### config.mk
export PLATFORM = sky130hd
export DESIGN_NAME = mrs_sequencer
export DESIGN_NICKNAME = d
export VERILOG_FILES = /design/src/rtl/mrs_pkg.sv /design/src/rtl/mrs_timer.sv /design/src/rtl/mrs_picker.sv /design/src/rtl/mrs_shadow.sv /design/src/rtl/mrs_sequencer.sv
export SDC_FILE = /design/constraint.sdc
export NUM_CORES = 1
export LEC_CHECK = 0
export BUFFER_PORTS_ARGS = -buffer_cell sky130_fd_sc_hd__buf_2
export CELL_PAD_IN_SITES_DETAIL_PLACEMENT = 2
export CELL_PAD_IN_SITES_GLOBAL_PLACEMENT = 2
export CORE_MARGIN = 5
export CORE_UTILIZATION = 32
export CTS_CLUSTER_SIZE = 14
export DETAILED_ROUTE_END_ITERATION = 8
export HOLD_SLACK_MARGIN = 0.08
export PLACE_DENSITY = 0.94
export SLEW_MARGIN = 15
export SYNTH_ARGS = -nofsm -noshare
export SYNTH_HDL_FRONTEND = slang
export SYNTH_SLANG_ARGS = --single-unit
### constraint.sdc
create_clock -name clk -period 7.3 [get_ports clk]
set_input_delay 0.73 -clock clk [delete_from_list [all_inputs] [get_ports clk]]
set_output_delay 0.73 -clock clk [all_outputs]
set_load 0.005 [all_outputs]
### src/rtl/mrs_pkg.sv
`timescale 1ns/1ps
package mrs_pkg;
   localparam int NUM_MR = 4;
   localparam int SEL_W  = 2;

   typedef enum logic [1:0] {
      ST_IDLE   = 2'd0,
      ST_GUARD  = 2'd1,
      ST_GAP    = 2'd2,
      ST_SETTLE = 2'd3
   } seq_state_t;

   typedef struct packed {
      logic cs_n;
      logic ras_n;
      logic cas_n;
      logic we_n;
   } ddr_cmd_t;

   localparam ddr_cmd_t CMD_MRS = 4'b0000;
   localparam ddr_cmd_t CMD_NOP = 4'b0111;
   localparam ddr_cmd_t CMD_DES = 4'b1111;

   // write order: slot 0 first
   function automatic int slot_reg(input int slot);
      case (slot)
         0:       return 2;
         1:       return 3;
         2:       return 1;
         default: return 0;
      endcase
   endfunction
endpackage

### src/rtl/mrs_timer.sv
`timescale 1ns/1ps
module mrs_timer #(
   parameter int CNT_W = 8
) (
   input  logic             clk,
   input  logic             rst_n,
   input  logic             load,
   input  logic [CNT_W-1:0] load_val,
   output logic             expired
);
   logic [CNT_W-1:0] cnt_q;

   always_ff @(posedge clk) begin
      if (!rst_n)            cnt_q <= '0;
      else if (load)         cnt_q <= load_val;
      else if (cnt_q != '0)  cnt_q <= cnt_q - 1'b1;
   end

   assign expired = (cnt_q == '0);

   AST_TIMER_STEP: assert property (@(posedge clk) disable iff (!rst_n)
      (!load && cnt_q != '0) |=> (cnt_q == $past(cnt_q) - 1'b1));
endmodule

### src/rtl/mrs_picker.sv
`timescale 1ns/1ps
module mrs_picker
   import mrs_pkg::*;
#(
   parameter int NUM = NUM_MR,
   localparam int SW = $clog2(NUM)
) (
   input  logic [NUM-1:0] mask,
   output logic           any,
   output logic [SW-1:0]  sel,
   output logic [NUM-1:0] rest
);
   always_comb begin
      sel = '0;
      any = 1'b0;
      for (int s = NUM - 1; s >= 0; s--) begin
         if (mask[slot_reg(s)]) begin
            sel = SW'(slot_reg(s));
            any = 1'b1;
         end
      end
      rest = mask & ~(NUM'(1) << sel);
   end
endmodule

### src/rtl/mrs_shadow.sv
`timescale 1ns/1ps
module mrs_shadow #(
   parameter int ADDR_W = 16,
   parameter int NUM    = 4,
   localparam int SW    = $clog2(NUM)
) (
   input  logic                  clk,
   input  logic                  rst_n,
   input  logic                  cap,
   input  logic [NUM*ADDR_W-1:0] img_flat,
   input  logic [SW-1:0]         rd_sel,
   output logic [ADDR_W-1:0]     rd_data
);
   logic [ADDR_W-1:0] bank [NUM];

   for (genvar g = 0; g < NUM; g++) begin : g_reg
      logic [ADDR_W-1:0] q;
      always_ff @(posedge clk) begin
         if (!rst_n)   q <= '0;
         else if (cap) q <= img_flat[g*ADDR_W +: ADDR_W];
      end
      assign bank[g] = q;
   end

   assign rd_data = bank[rd_sel];
endmodule

### src/rtl/mrs_sequencer.sv
`timescale 1ns/1ps
module mrs_sequencer
   import mrs_pkg::*;
#(
   parameter int ADDR_W   = 16,
   parameter int BA_W     = 3,
   parameter int CNT_W    = 8,
   parameter bit IDLE_NOP = 1'b0
) (
   input  logic              clk,
   input  logic              rst_n,
   input  logic              init_req,
   input  logic              upd_req,
   input  logic [3:0]        upd_mask,
   input  logic [ADDR_W-1:0] mr0_img,
   input  logic [ADDR_W-1:0] mr1_img,
   input  logic [ADDR_W-1:0] mr2_img,
   input  logic [ADDR_W-1:0] mr3_img,
   input  logic              rtt_nom_on,
   input  logic [CNT_W-1:0]  t_mrd,
   input  logic [CNT_W-1:0]  t_mod,
   input  logic [CNT_W-1:0]  t_odtloff,
   input  logic              odt_req,
   output logic              cs_n,
   output logic              ras_n,
   output logic              cas_n,
   output logic              we_n,
   output logic [BA_W-1:0]   ba,
   output logic [ADDR_W-1:0] addr,
   output logic              odt,
   output logic              busy,
   output logic              done
);
   localparam int GAP_W = CNT_W + 1;

   if (ADDR_W < 14) begin : g_bad_addr
      $error("ADDR_W must hold a full mode register image");
   end
   if (BA_W < SEL_W) begin : g_bad_ba
      $error("BA_W too narrow for register select");
   end
   if (CNT_W < 4) begin : g_bad_cnt
      $error("CNT_W too narrow for timing values");
   end

   ddr_cmd_t idle_cmd;
   if (IDLE_NOP) begin : g_idle_nop
      assign idle_cmd = CMD_NOP;
   end else begin : g_idle_des
      assign idle_cmd = CMD_DES;
   end

   seq_state_t          state_q, state_d;
   logic [NUM_MR-1:0]   work_q, work_d, pend_q, pend_d, req_mask, go_mask;
   logic                busy_q, busy_d, blk_q, blk_d, done_q, done_d;
   ddr_cmd_t            cmd_q, cmd_d;
   logic [BA_W-1:0]     ba_q, ba_d;
   logic [ADDR_W-1:0]   addr_q, addr_d;
   logic                cap, t_load, t_exp;
   logic [CNT_W-1:0]    t_val, mrd_m1, mod_m1, guard_len;
   logic                pick_any;
   logic [SEL_W-1:0]    pick_sel;
   logic [NUM_MR-1:0]   pick_rest;
   logic [ADDR_W-1:0]   shadow_data;

   assign req_mask  = {NUM_MR{init_req}} | (upd_req ? upd_mask : '0);
   assign go_mask   = pend_q | req_mask;
   assign mrd_m1    = (t_mrd == '0) ? '0 : t_mrd - 1'b1;
   assign mod_m1    = (t_mod == '0) ? '0 : t_mod - 1'b1;
   assign guard_len = rtt_nom_on ? t_odtloff : '0;

   mrs_timer #(.CNT_W(CNT_W)) u_timer (
      .clk(clk), .rst_n(rst_n), .load(t_load), .load_val(t_val), .expired(t_exp)
   );

   mrs_picker #(.NUM(NUM_MR)) u_pick (
      .mask(work_q), .any(pick_any), .sel(pick_sel), .rest(pick_rest)
   );

   mrs_shadow #(.ADDR_W(ADDR_W), .NUM(NUM_MR)) u_shadow (
      .clk(clk), .rst_n(rst_n), .cap(cap),
      .img_flat({mr3_img, mr2_img, mr1_img, mr0_img}),
      .rd_sel(pick_sel), .rd_data(shadow_data)
   );

   always_comb begin
      state_d = state_q;
      work_d  = work_q;
      pend_d  = pend_q;
      busy_d  = busy_q;
      blk_d   = blk_q;
      done_d  = 1'b0;
      cmd_d   = CMD_NOP;
      ba_d    = '0;
      addr_d  = '0;
      cap     = 1'b0;
      t_load  = 1'b0;
      t_val   = '0;
      case (state_q)
         ST_IDLE: begin
            if (req_mask != '0) begin
               state_d = ST_GUARD;
               work_d  = req_mask;
               cap     = 1'b1;
               busy_d  = 1'b1;
               blk_d   = 1'b1;
               t_load  = 1'b1;
               t_val   = guard_len;
            end
         end
         ST_GUARD, ST_GAP: begin
            pend_d = pend_q | req_mask;
            if (t_exp && pick_any) begin
               cmd_d  = CMD_MRS;
               ba_d   = BA_W'(pick_sel);
               addr_d = shadow_data;
               work_d = pick_rest;
               t_load = 1'b1;
               if (pick_rest != '0) begin
                  state_d = ST_GAP;
                  t_val   = mrd_m1;
               end else begin
                  state_d = ST_SETTLE;
                  t_val   = mod_m1;
               end
            end
         end
         ST_SETTLE: begin
            pend_d = pend_q | req_mask;
            if (t_exp) begin
               done_d = 1'b1;
               pend_d = '0;
               if (go_mask != '0) begin
                  state_d = ST_GUARD;
                  work_d  = go_mask;
                  cap     = 1'b1;
                  t_load  = 1'b1;
                  t_val   = guard_len;
               end else begin
                  state_d = ST_IDLE;
                  busy_d  = 1'b0;
                  blk_d   = 1'b0;
               end
            end
         end
         default: state_d = ST_IDLE;
      endcase
      if (!busy_d) cmd_d = idle_cmd;
   end

   always_ff @(posedge clk) begin
      if (!rst_n) begin
         state_q <= ST_IDLE;
         work_q  <= '0;
         pend_q  <= '0;
         busy_q  <= 1'b0;
         blk_q   <= 1'b0;
         done_q  <= 1'b0;
         cmd_q   <= idle_cmd;
         ba_q    <= '0;
         addr_q  <= '0;
      end else begin
         state_q <= state_d;
         work_q  <= work_d;
         pend_q  <= pend_d;
         busy_q  <= busy_d;
         blk_q   <= blk_d;
         done_q  <= done_d;
         cmd_q   <= cmd_d;
         ba_q    <= ba_d;
         addr_q  <= addr_d;
      end
   end

   assign cs_n  = cmd_q.cs_n;
   assign ras_n = cmd_q.ras_n;
   assign cas_n = cmd_q.cas_n;
   assign we_n  = cmd_q.we_n;
   assign ba    = ba_q;
   assign addr  = addr_q;
   assign busy  = busy_q;
   assign done  = done_q;
   assign odt   = odt_req & ~blk_q;

   // cycles since the last MRS on the bus, for the spacing check
   logic             mrs_now, seen_q;
   logic [GAP_W-1:0] gap_q;
   assign mrs_now = (cmd_q == CMD_MRS);

   always_ff @(posedge clk) begin
      if (!rst_n) begin
         gap_q  <= '0;
         seen_q <= 1'b0;
      end else if (mrs_now) begin
         gap_q  <= GAP_W'(1);
         seen_q <= 1'b1;
      end else if (gap_q != '1) begin
         gap_q  <= gap_q + 1'b1;
      end
   end

   AST_MRS_SPACING: assert property (@(posedge clk) disable iff (!rst_n)
      (mrs_now && seen_q) |-> (gap_q >= GAP_W'(t_mrd)));
   AST_ODT_LOW_AT_MRS: assert property (@(posedge clk) disable iff (!rst_n)
      mrs_now |-> !odt);
   AST_ODT_LOW_WHILE_BUSY: assert property (@(posedge clk) disable iff (!rst_n)
      busy |-> !odt);
   AST_MRS_ONLY_BUSY: assert property (@(posedge clk) disable iff (!rst_n)
      mrs_now |-> busy);
   AST_IDLE_NO_MRS: assert property (@(posedge clk) disable iff (!rst_n)
      !busy |-> !mrs_now);
   AST_DONE_SINGLE: assert property (@(posedge clk) disable iff (!rst_n)
      done |=> !done);
   AST_QUEUE_ONLY_BUSY: assert property (@(posedge clk) disable iff (!rst_n)
      (pend_q != '0) |-> busy);
   AST_PICK_CLEARS: assert property (@(posedge clk) disable iff (!rst_n)
      pick_any |-> ($countones(pick_rest) == $countones(work_q) - 1));
endmodule

==> impl_metrics.ini <==
[synth]
async_flop_share_pct = 0
synth_area_um2 = 4830
synth_edf_count = 0
synth_cell_types = 58
synth-simple-area-share_pct = 21.9
synth_compound_area_share_pct = 22.1
synthAdderAreaFrac_pct = 2.33
synthCells = 617
ys_ff_latch = 105
yosys-mux-area-fraction_pct = 2.90
syn_avg_cell_area_um2 = 7.83
synth_top_family_by_area = compound AO/OA/AOI/OAI gates
synth_xor_area_share_pct = 1.81
yosysTopAreaCellShare_pct = 43.5
synth_commonest_cells = 152 x nand2_1, 105 x dfxtp_1, 78 x a21oi_1
synth_ff_type = dfxtp_1
syn-num-nets = 724
ys_warn_count = 0
yosys.area.top_type = dfxtp_1
synth_seq_area_share_pct = 43.5
synthTopCellsByArea = dfxtp_1 44%, nand2_1 12%, a21oi_1 8.1%, o22ai_1 5.3%, mux2i_1 2.9%
post-synth-top-count-cell = nand2_1

[cts]
cts_setup_buffers = 0
cts_hold_buf = 0
clkSlewWorstSetupHoldPaths_ns = 0.07
cts-root-buf = clkbuf_16
post_cts_resized = 0
clk_path_buf_depth = 2
cts_num_sinks = 105
h-tree-depth = 3
cts-buffers-inserted = 9
clock_latency_ns = 0.36
cts_tree = done

[timing]
tns_ns = 0
final.setup_skew_ns = 0.0122
worst_pin_slew_ns = 0.971
slew_headroom_pct = 34.9
fin_crit_ns = 3.55
fin_crit_sh_pct = 48.6
rsz0062_at_grt = no
max_freq_mhz = 282
drv_slew = 0
setup_viol = 0
hold_viol = 0

[critical_path]
critPathKind = register to register
path_max_fanout = 16
cpMaxStageDelayCell = nor2_1
crit_path_end_kind = register
slowest_delay_ns = 0.71
crit_path_start_kind = register
path_delay_family = simple AND/OR/NAND/NOR gates
cp_num_buf_inv = 1
critPathArrivalTime_ns = 3.79
cp_cell_sequence = inv_1 > ha_1 > or3b_2 > nor2_1 > and3_1 > nand3_1 > o22ai_1
required_ns = 7.54

[floorplanning]
placementRows = 45
fp.coreArea_um2 = 15000
die_h_um = 133
die_w_um = 133
io_pins = 124
initial_core_util_pct = 32.3
fp.dieArea_um2 = 17700

[global_routing]
grt-busiest-layer = met2
grt_util_met2_pct = 38.6
grt_max_degree = 65
grtUsageMet1_pct = 24.5
grt-ovfl-total = 0
track_usage_pct = 21.0
grt_util_met3_pct = 4.56
grt_pass1_wl_mm = 29.5
grt_antenna_before_repair = 0
grt_pass1_vias = 5507

[final_layout]
drive_gt1_share_pct = 21.3
multi_input_area_um2 = 2490
nets = 817
area_growth_syn_to_layout_pct = 20.6
final_area_um2 = 5830
antenna_cells = 0
regArea_um2 = 2100
final_util_pct = 38.9
fill_cells = 1729

[place]
post-dp-hpwl_mm = 13.8
placed_area_um2 = 5520
portBuffers = 122
gp_congestion = 0.816

[route]
vias_per_cell = 5.45
drt_iter0_markers = 266
post_drt_wl_per_cell_um = 20.6
drtPass1Iterations = 4
drc = 0
finalWirelength_mm = 18.6
via_count = 4916
final_antenna_net_count = 0

[power_and_ir_drop]
p_leak_nw = 2.39
total_power_mw = 2.36
powerDensity_nw_per_um2 = 404
peakVddDrop_uv = 167

[run_status]
status = completed

[run]
cap_violations = 0

[worst_hold_path]
hold_path.class = register to register
## worst min-delay path, stage by stage, from the launching register on
cell and delay, ns:
dfxtp_1 0.31, nand2_1 0.05, a21oi_1 0.06
## power breakdown
part	switching, mW	total [mW]	internal, mW
registers	0.135	0.862	0.728
clock network	0.233	0.503	0.270
logic	0.652	0.992	0.340
total	1.02	2.36	1.34
## final timing paths
kind | start | end | slack (ns) | cells past startpoint
min reg2reg | u_shadow.g_reg[2].q[11] | u_shadow.g_reg[2].q[11] | 0.47 | 2
min | u_shadow.g_reg[2].q[11] | u_shadow.g_reg[2].q[11] | 0.47 | 2
max | u_timer.cnt_q[0] | addr[2] | 3.75 | 7
max reg2reg | u_timer.cnt_q[0] | addr[2] | 3.75 | 7
## cell usage in the layout (no fill, tap or decap), types with 5 or more instances in the layout
master / instances
clkbuf_16: 9
a31oi_1: 5
a21oi_1: 78
nor3_1: 19
dfxtp_1: 105
inv_1: 17
nor3b_1: 5
o21a_1: 5
o22ai_1: 41
or3_1: 5
mux2i_1: 14
ha_1: 9
xnor2_1: 8
nand2_1: 152
buf_2: 122
nand3_1: 12
nor2_1: 24
o21ai_0: 14
## flip-flops by register name (all words and copies together), names as in the netlist
name / count
state_q: 2
pend_q: 4
busy: 1
blk_q: 1
cs_n: 1
u_shadow.g.q: 64
u_timer.cnt_q: 8
ba: 2
ras_n: 1
done: 1
addr: 16
work_q: 4
## metal layers
layer | vias up | wire, um
met2 | 137 | 9800
li1 | 2333 | -
met1 | 2423 | 7560
met4 | 0 | 352
met5 | - | 0
met3 | 23 | 849
## kinds of logic after synthesis
family | Yosys count
AND/OR/NAND/NOR | 239
AO/OA/AOI/OAI | 177
flip-flops | 105
buffers and inverters | 62
multiplexers | 14
XOR/XNOR | 10
adder cells (fa/ha/maj) | 9
other | 1
## area by class of cell
type	count	area share [%]
Clock inverter	6	1.29
Multi-Input combinational cell	450	42.7
Timing Repair Buffer	125	10.9
Clock buffer	9	3.86
Tap cell	188	4.04
Inverter	19	1.22
Sequential cell	105	36.1
## per-stage QoR
stage	hold WS [ns]	setup WS [ns]	instances
after detailed placement	0.443	3.84	887
after floorplan	0.403	4.79	617
after global placement	0.441	3.99	887
final	0.467	3.75	902
after CTS	0.466	3.80	902
after global routing	0.489	3.57	902
(Power assumes the default switching activity.)
